File: config.mk
export PLATFORM = sky130hd
export DESIGN_NAME = cis_store_ctrl
export DESIGN_NICKNAME = d
export VERILOG_FILES = /design/src/rtl/cis_store_pkg.sv /design/src/rtl/cis_store_mem.sv /design/src/rtl/cis_store_host_rd.sv /design/src/rtl/cis_store_ctrl.sv
export SDC_FILE = /design/constraint.sdc
export NUM_CORES = 2
export LEC_CHECK = 0
export BUFFER_PORTS_ARGS = -buffer_cell sky130_fd_sc_hd__buf_2
export CAP_MARGIN = 0
export CORE_UTILIZATION = 31
export CTS_CLUSTER_SIZE = 8
export DETAILED_ROUTE_END_ITERATION = 8
export PLACE_DENSITY_LB_ADDON = 0.08
export SLEW_MARGIN = 15
export SYNTH_ARGS = -nofsm -noshare
export SYNTH_HDL_FRONTEND = slang
export SYNTH_SLANG_ARGS = --single-unit
File: constraint.sdc
create_clock -name clk -period 2.6 [get_ports clk]
set_clock_uncertainty 0.1 [all_clocks]
set_input_delay 0.78 -clock clk [delete_from_list [all_inputs] [get_ports clk]]
set_output_delay 0.78 -clock clk [all_outputs]
set_load 0.005 [all_outputs]
File: src/rtl/cis_store_pkg.sv
package cis_store_pkg;
  typedef enum logic [1:0] {
    RD_IDLE = 2'd0,
    RD_BUSY = 2'd1,
    RD_HOLD = 2'd2
  } rd_state_e;

  localparam logic [7:0] BLANK_BYTE = 8'hFF;
endpackage

File: src/rtl/cis_store_mem.sv
module cis_store_mem #(
  parameter int DEPTH = 512,
  parameter int IDX_W = $clog2(DEPTH)
) (
  input  logic             clk,
  input  logic             rst_n,
  input  logic             card_reset,
  input  logic             wr_en,
  input  logic [IDX_W-1:0] wr_idx,
  input  logic [7:0]       wr_byte,
  input  logic             done_set,
  input  logic [IDX_W-1:0] rd_idx,
  output logic [7:0]       rd_byte,
  output logic             done
);
  logic [7:0] store [DEPTH];
  logic       done_q, done_d;
  logic       wr_ok;

  assign wr_ok = wr_en && !done_q;

  always_comb begin
    done_d = done_q;
    if (card_reset)    done_d = 1'b0;
    else if (done_set) done_d = 1'b1;
  end

  always_ff @(posedge clk or negedge rst_n) begin
    if (!rst_n) done_q <= 1'b0;
    else        done_q <= done_d;
  end

  always_ff @(posedge clk) begin
    if (wr_ok) store[wr_idx] <= wr_byte;
  end

  assign rd_byte = store[rd_idx];
  assign done    = done_q;
endmodule

File: src/rtl/cis_store_host_rd.sv
module cis_store_host_rd
  import cis_store_pkg::*;
#(
  parameter int ADDR_W    = 12,
  parameter int IDX_W     = 9,
  parameter int WAIT_CLKS = 2
) (
  input  logic              clk,
  input  logic              rst_n,
  input  logic              card_reset,
  input  logic              ce1_n,
  input  logic              ce2_n,
  input  logic              reg_n,
  input  logic              oe_n,
  input  logic              we_n,
  input  logic [ADDR_W-1:0] addr,
  input  logic              store_valid,
  input  logic [7:0]        rd_byte,
  output logic [IDX_W-1:0]  rd_idx,
  output logic [15:0]       data,
  output logic              data_oe,
  output logic              wait_n
);
  localparam int CNT_W = $clog2(WAIT_CLKS + 1);
  localparam int HI_W  = ADDR_W - IDX_W - 1;
  localparam logic [CNT_W-1:0] DRIVE_AT   = CNT_W'(WAIT_CLKS - 2);
  localparam logic [CNT_W-1:0] RELEASE_AT = CNT_W'(WAIT_CLKS - 1);

  rd_state_e        st_q, st_d;
  logic [CNT_W-1:0] cnt_q, cnt_d;
  logic [IDX_W-1:0] idx_q, idx_d;
  logic [7:0]       dat_q, dat_d;
  logic             oe_q, oe_d;
  logic             wait_q, wait_d;
  logic             hit;

  assign hit = (!ce1_n || !ce2_n) && !reg_n && !oe_n && we_n && !addr[0]
               && (addr[ADDR_W-1 -: HI_W] == '0);

  always_comb begin
    st_d   = st_q;
    cnt_d  = cnt_q;
    idx_d  = idx_q;
    dat_d  = dat_q;
    oe_d   = oe_q;
    wait_d = wait_q;
    unique case (st_q)
      RD_IDLE: begin
        if (hit) begin
          st_d   = RD_BUSY;
          cnt_d  = '0;
          idx_d  = addr[IDX_W:1];
          wait_d = 1'b0;
        end
      end
      RD_BUSY: begin
        if (!hit) begin
          st_d   = RD_IDLE;
          wait_d = 1'b1;
          oe_d   = 1'b0;
        end else begin
          cnt_d = cnt_q + 1'b1;
          if (cnt_q == DRIVE_AT) begin
            oe_d  = 1'b1;
            dat_d = store_valid ? rd_byte : BLANK_BYTE;
          end
          if (cnt_q == RELEASE_AT) begin
            st_d   = RD_HOLD;
            wait_d = 1'b1;
          end
        end
      end
      RD_HOLD: begin
        if (!hit) begin
          st_d = RD_IDLE;
          oe_d = 1'b0;
        end
      end
      default: begin
        st_d   = RD_IDLE;
        wait_d = 1'b1;
        oe_d   = 1'b0;
      end
    endcase
    if (card_reset) begin
      st_d   = RD_IDLE;
      wait_d = 1'b1;
      oe_d   = 1'b0;
    end
  end

  always_ff @(posedge clk or negedge rst_n) begin
    if (!rst_n) begin
      st_q   <= RD_IDLE;
      cnt_q  <= '0;
      idx_q  <= '0;
      dat_q  <= '0;
      oe_q   <= 1'b0;
      wait_q <= 1'b1;
    end else begin
      st_q   <= st_d;
      cnt_q  <= cnt_d;
      idx_q  <= idx_d;
      dat_q  <= dat_d;
      oe_q   <= oe_d;
      wait_q <= wait_d;
    end
  end

  assign rd_idx  = idx_q;
  assign data    = {8'h00, dat_q};
  assign data_oe = oe_q;
  assign wait_n  = wait_q;
endmodule

File: src/rtl/cis_store_ctrl.sv
module cis_store_ctrl #(
  parameter int DEPTH     = 512,
  parameter int ADDR_W    = 12,
  parameter int WAIT_CLKS = 2
) (
  input  logic                     clk,
  input  logic                     rst_n,
  input  logic                     card_reset,
  input  logic                     loc_we,
  input  logic [$clog2(DEPTH)-1:0] loc_idx,
  input  logic [7:0]               loc_wdata,
  input  logic                     loc_done_set,
  input  logic                     host_ce1_n,
  input  logic                     host_ce2_n,
  input  logic                     host_reg_n,
  input  logic                     host_oe_n,
  input  logic                     host_we_n,
  input  logic [ADDR_W-1:0]        host_addr,
  output logic [15:0]              host_data,
  output logic                     host_data_oe,
  output logic                     host_wait_n
);
  localparam int IDX_W = $clog2(DEPTH);

  logic [IDX_W-1:0] rd_idx;
  logic [7:0]       rd_byte;
  logic             store_done;

  cis_store_mem #(.DEPTH(DEPTH), .IDX_W(IDX_W)) u_mem (
    .clk        (clk),
    .rst_n      (rst_n),
    .card_reset (card_reset),
    .wr_en      (loc_we),
    .wr_idx     (loc_idx),
    .wr_byte    (loc_wdata),
    .done_set   (loc_done_set),
    .rd_idx     (rd_idx),
    .rd_byte    (rd_byte),
    .done       (store_done)
  );

  cis_store_host_rd #(.ADDR_W(ADDR_W), .IDX_W(IDX_W), .WAIT_CLKS(WAIT_CLKS)) u_rd (
    .clk         (clk),
    .rst_n       (rst_n),
    .card_reset  (card_reset),
    .ce1_n       (host_ce1_n),
    .ce2_n       (host_ce2_n),
    .reg_n       (host_reg_n),
    .oe_n        (host_oe_n),
    .we_n        (host_we_n),
    .addr        (host_addr),
    .store_valid (store_done),
    .rd_byte     (rd_byte),
    .rd_idx      (rd_idx),
    .data        (host_data),
    .data_oe     (host_data_oe),
    .wait_n      (host_wait_n)
  );
endmodule

Word-level counts from Yosys, hierarchy flattened
Memory sizes are Yosys's and may differ from the RTL's.
Index checks and enable logic that the tools add are counted.
Storage, ports and cells
  bits in registers: 24
  RAM bits: 4096
  input port bits: 39
  output and inout port bits: 18
  logic and storage cells: 68
  memories kept: 1
Cells by class
  add/subtract/negate cells: 1
  equality and inequality tests: 11
  mux-type cells: 24
  reductions and logical operators: 24
Memories
  u_mem.store: depth 512, bits a word 8, read ports 1, clocked after memory_dff 0, write ports 1, line cis_store_mem.sv:16  | logic [7:0] store [DEPTH];
Operator list (number)
  AND reduction 3 bit: 5
  2-to-1 mux 2 bit: 7
  2-to-1 mux 1 bit: 12
  2-to-1 mux 8 bit: 1
  != test 4 bit, second input constant: 2
  logical AND 1 bit: 6
  logical NOT 1 bit: 6
  logical NOT 2 bit: 3
  case mux 1 bit (3 select lines): 2
  case mux 2 bit (3 select lines): 1
  equality test 2 x 1 -> 1 bit, second input constant: 2
  != test 2 x 1 -> 1 bit, second input constant: 2
  != test 2 bit, second input constant: 2
  case mux 2 bit (2 select lines): 1
  nonzero test 2 bit: 2
  != test 3 x 2 -> 1 bit, second input constant: 1
  != test 3 bit, second input constant: 1
  adder 2 x 1 -> 2 bit, second input constant: 1
  equality test 2 bit, second input constant: 1
  AND reduction 2 bit: 1
  logical OR 1 bit: 1

Longest topological paths before layout
  depth after elaboration: 10
  depth in mapped cells: 15
  depth with buffers taken out: 9

Cells and area by module
A second synthesis with hierarchy kept.
Second synthesis, totals
  cell total of the unflattened synthesis: 8115
  area total of the unflattened synthesis: 160976.9 µm²
Modules (own cells, without submodules)
  cis_store_mem: times used 1, cells each 8027, area each 159860.8 µm², sequential area each 123023.0 µm²
  cis_store_host_rd: times used 1, cells each 88, area each 1116.1 µm², sequential area each 576.8 µm²

Worst setup path before layout
OpenSTA, ideal clock, no wires.
  path type: in2reg
  start point: in host_oe_n
  end point: reg u_rd.dat_q[4]
  setup time: 150 ps
  arrival: 2699 ps
  data required time: 2350 ps
  path slack: -348 ps
  stages on the path: 7
  path buffers: 0
  path through: nor4b_1 nand2_1 or4b_2 nor4_1 nand4_1 o32ai_1 a21oi_1
On the way
  cells in the longest elaborated chain, start to end: 6
RTL lines
  start, declared: line cis_store_ctrl.sv:16  | input logic host_oe_n,
  logical NOT 1 bit: line cis_store_host_rd.sv:37  | assign hit = (!ce1_n || !ce2_n) && !reg_n && !oe_n && we_n && !addr[0]
  logical AND 1 bit (3 in a row): line cis_store_host_rd.sv:37
  logical AND 1 bit: line cis_store_host_rd.sv:38  | && (addr[ADDR_W-1 -: HI_W] == '0);
  AND reduction 3 bit (no line)
  end signal, assigned: line cis_store_host_rd.sv:104  | dat_q <= dat_d;
  end, declared: line cis_store_host_rd.sv:32  | logic [7:0] dat_q, dat_d;
Every way passes these cells.
A chain may end at the register's enable or synchronous reset.

Final worst setup path
  start point: reg u_rd.idx_q[0], in the netlist u_rd.rd_idx[0]
  end point: reg u_rd.dat_q[7]
On the way
  cells in the longest elaborated chain, start to end: 2
RTL lines
  start, declared: line cis_store_host_rd.sv:31  | logic [IDX_W-1:0] idx_q, idx_d;
  start signal, assigned: line cis_store_host_rd.sv:103  | idx_q <= idx_d;
  memory read (512 x 8 bit)
  2-to-1 mux 8 bit: line cis_store_host_rd.sv:65  | dat_d = store_valid ? rd_byte : BLANK_BYTE;
Every way passes these cells.

==> impl_results.md <==
- Avg Inst Size Synth: 20.4 µm²
- Slowest cell delay on critical path: a little over 0.6 ns
- Vias per cell: 5.15
- TritonCTS clock tree: built
- Peak supply drop: roughly 540 µV
- Violated checks: negative setup slack
- Hpwl dp: between 300 and 400 mm
- Root Driver: clkbuf_16
- Routed Antenna Nets: 0
- Fin crit share: 141%
- Mapped cell area: roughly 0.16 mm²
- Drt pass-1 iters: 6
- Clock Sink Count: 4120
- Starting Density: a little under a third
- Area Growth Syn to Fin: 27.6%
- # H-tree levels: 6
- Startpoint types: register
- RSZ-0062 raised after global routing: yes
- Worst Path Max Fanout: 6
- Status: finished with violations
- Hold Crit Class: input port to register
- Filler Cell Count: 46700
- Die Span Y: 723 µm
- Routability congestion estimate from global placement: 0.826
- Global-route wire length before repair: 788 mm
- Deepest clock path buffer count: 4
- P per Cell Area: slightly below 900 mW/mm²
- Switching power share of the total: 27.4%
- Core ar.: 0.517 mm²
- Worst Setup End Kind: register
- PnR worst setup slack: -1.07 ns
- Worst setup path class: register to register
- Final TNS setup: -8.04 ns
- Clk_lat worst skew: ~1.1 ns
- Critical Path Slowest Stage Cell: o41ai_4
- Die width: roughly 720 µm
- Gr usage total: 21.8%
- Async set-reset flop share out of synthesis: 0.583%
- # port buffers: 48
- P_sw: 0.0489 W
- Initial antenna violation count: 60
- Most frequent cells in the layout: edfxtp_1 (4096), buf_4 (1697), mux4_2 (759), clkbuf_16 (605), nor2_1 (574)
- Netlist cell types: 78
- Die area: 0.523 mm²
- Finish-stage setup viols: 15
- Core Util, Final: 39.8%
- Pre-CTS setup slack: -2.01 ns
- Gr ovfl total: 0
- Routed WL per cell: 33.7 µm
- Final Hold Viols: 0
- Slew Limit Fails: 0
- F_max: 0.273 GHz
- Post-synth EDFFs: 4096
- Post-synthesis sequential area ratio: between 70% and 80%
- Post-synthesis instance total: 7899
- Comb pwr share: 19.7%
- Cell-internal power: 0.129 W
- Reg power frac: 41.2%
- Warnings, synthesis: 0
- Nets@finish: ~10000
- Fraction of layout cells with a size suffix above 1: between 30 and 40%
- I/O pin count: 57
- Commonest non-fill, non-tap cell in the layout: edfxtp_1
- # rows: 264
- Max-Slew Margin vs Limit: between 30% and 40%
- Worst path most repeated cell: buf_4
- Number of max-cap violations: 0
- Via count: 88800
- CP required: 3.51 ns
- Drt drc: 0
- 1st-iter DRT viols: between 8000 and 9000
- Clock transition at the registers of the reported paths: 0.05 ns
- Final wirelength: ~580 mm
- Synth Register Bits: between 4000 and 5000
- Lkg Pwr: just under 70 nW
- Critical Path AT: 4.58 ns
- Time the worst path needs with I/O delays and setup: between 3 and 4 ns
- Crit-path cells: buf_12, buf_16, buf_4, buf_12, buf_4, mux4_2, nand2_1, a311oi_2, buf_4, nor4_1, buf_4, o41ai_4, o221a_1
- Worst-Margin Slew: 0.907 ns
- CTS Buf Count: slightly below 600
- Clock power frac: approximately two fifths
- Vias in the first global route: 92000
- Pin count of the biggest net entering global routing: 115
- Ys flop type: edfxtp_1
layout make-up:
type,count,area (µm²),share of cell area (%)
multi-input cells,3271,35800,17.4
inverters,8,51.3,0.0249
clock inverters,53,907,0.441
well taps,6916,8650,4.21
diodes,12,30.0,0.0146
flip-flops and latches,4120,124000,60.1
clock buffers,672,15300,7.43
repair buffers,2176,21300,10.4
registers in the layout (all words and copies together), names as in the netlist:
| register | cells |
|---|---|
| u_rd.dat_q | 8 |
| u_mem.done | 1 |
| u_rd.wait_n | 1 |
| u_rd.data_oe | 1 |
| u_rd.st_q | 2 |
| u_rd.cnt_q | 2 |
| u_rd.rd_idx | 9 |
| u_mem.store | 4096 |
kinds of logic after synthesis:
kind of cell	count (synthesis)	synth area share, %
simple gates	1075	2.84
compound gates	831	3.56
mux	1355	14.8
fa+ha+maj	2	0.0155
flops	4120	76.7
other cells	1	0.00233
buf+inv	515	2.09
metal layers:
metal / vias to the layer above / track usage [%] / part of all wire (%) / routed length, µm
met4: 0 / 5.00 / 2.3 / 13400
met2: 2779 / 35.4 / 48 / 276000
met3: 643 / 3.16 / 5.3 / 30500
met5: - / 0 / 0 / 0
met1: 48100 / 31.0 / 45 / 261000
li1: 37300 / - / - / -
metrics by stage:
stage	total power (W)	hold WS, ns	instances	instance area, µm²
3_5_place_dp	0.108	0.454	16300	186000
3_3_place_gp	0.108	0.443	16300	186000
5_1_grt	0.183	0.0976	17200	206000
2_1_floorplan	0.0888	0.384	7906	161000
4_1_cts	0.180	0.0163	17200	204000
6_report	0.178	0.135	17200	206000
worst max-delay path: cells and delay by family, from the launching register on:
kind,cells,cell delay [ns]
AOI/OAI and AO/OA,3,1.19
buffers and inverters,7,1.22
DFF,1,0.49
muxes,1,0.38
and+or+nand+nor,2,0.14
final timing paths:
| path | endpoint | cells after the start | start | slack [ns] |
|---|---|---|---|---|
| setup / recovery | u_rd.dat_q[7]$_DFFE_PN0P_ | 13 | u_rd.rd_idx[0]$_DFFE_PN0P_ | -1.07 |
| hold / removal | u_rd.rd_idx[6]$_DFFE_PN0P_ | 4 | host_addr[7] | 0.14 |
| setup reg to reg | u_rd.dat_q[7]$_DFFE_PN0P_ | 13 | u_rd.rd_idx[0]$_DFFE_PN0P_ | -1.07 |
| hold reg to reg | u_rd.data_oe$_DFFE_PN0P_ | 2 | u_rd.data_oe$_DFFE_PN0P_ | 0.46 |
| max in group asynchronous | u_rd.dat_q[4]$_DFFE_PN0P_ | 3 | rst_n | 1.46 |
| min in group asynchronous | u_rd.cnt_q[1]$_DFFE_PN0P_ | 2 | rst_n | 0.24 |
synth_stat cells, types with 9 or more instances:
cell,n,area (µm²)
a211oi_1,31,233
a21oi_1,153,766
a221oi_1,10,87.6
a22oi_1,37,278
a311oi_1,20,175
a31oi_1,33,206
and2_1,16,100
and3_1,15,93.8
buf_1,45,169
buf_2,88,440
buf_4,46,345
buf_6,84,946
buf_8,35,526
clkbuf_1,200,751
dfrtp_1,23,576
edfxtp_1,4096,123000
mux2_2,15,169
mux2i_1,539,5400
mux4_1,61,1600
mux4_2,740,16700
nand2_1,208,781
nand2b_1,9,56.3
nand3_1,48,240
nand4_1,12,75.1
nor2_1,612,2300
nor2b_1,17,106
nor3_1,75,375
nor4_1,18,113
o211ai_1,9,67.6
o21ai_0,81,405
o221ai_1,186,1630
o22ai_1,186,1160
o31ai_1,12,90.1
power by group through the flow:
stage	Combinational (W)	Clock [W]	Sequential (W)
global placement	0.0331	0	0.0747
global route	0.0364	0.0737	0.0733
floorplan	0.0143	0	0.0745
finish	0.0351	0.0697	0.0734
CTS	0.0347	0.0715	0.0734
detailed placement	0.0331	0	0.0747
repair_timing:
item	in CTS	in global routing
hold endpoints to repair	68	0
hold buffers	17	0
pin swaps	32	55
setup endpoints to repair	638	347
buffers inserted	76	65
resized for setup	267	175
gates cloned	10	5
(Power assumes the default switching activity.)
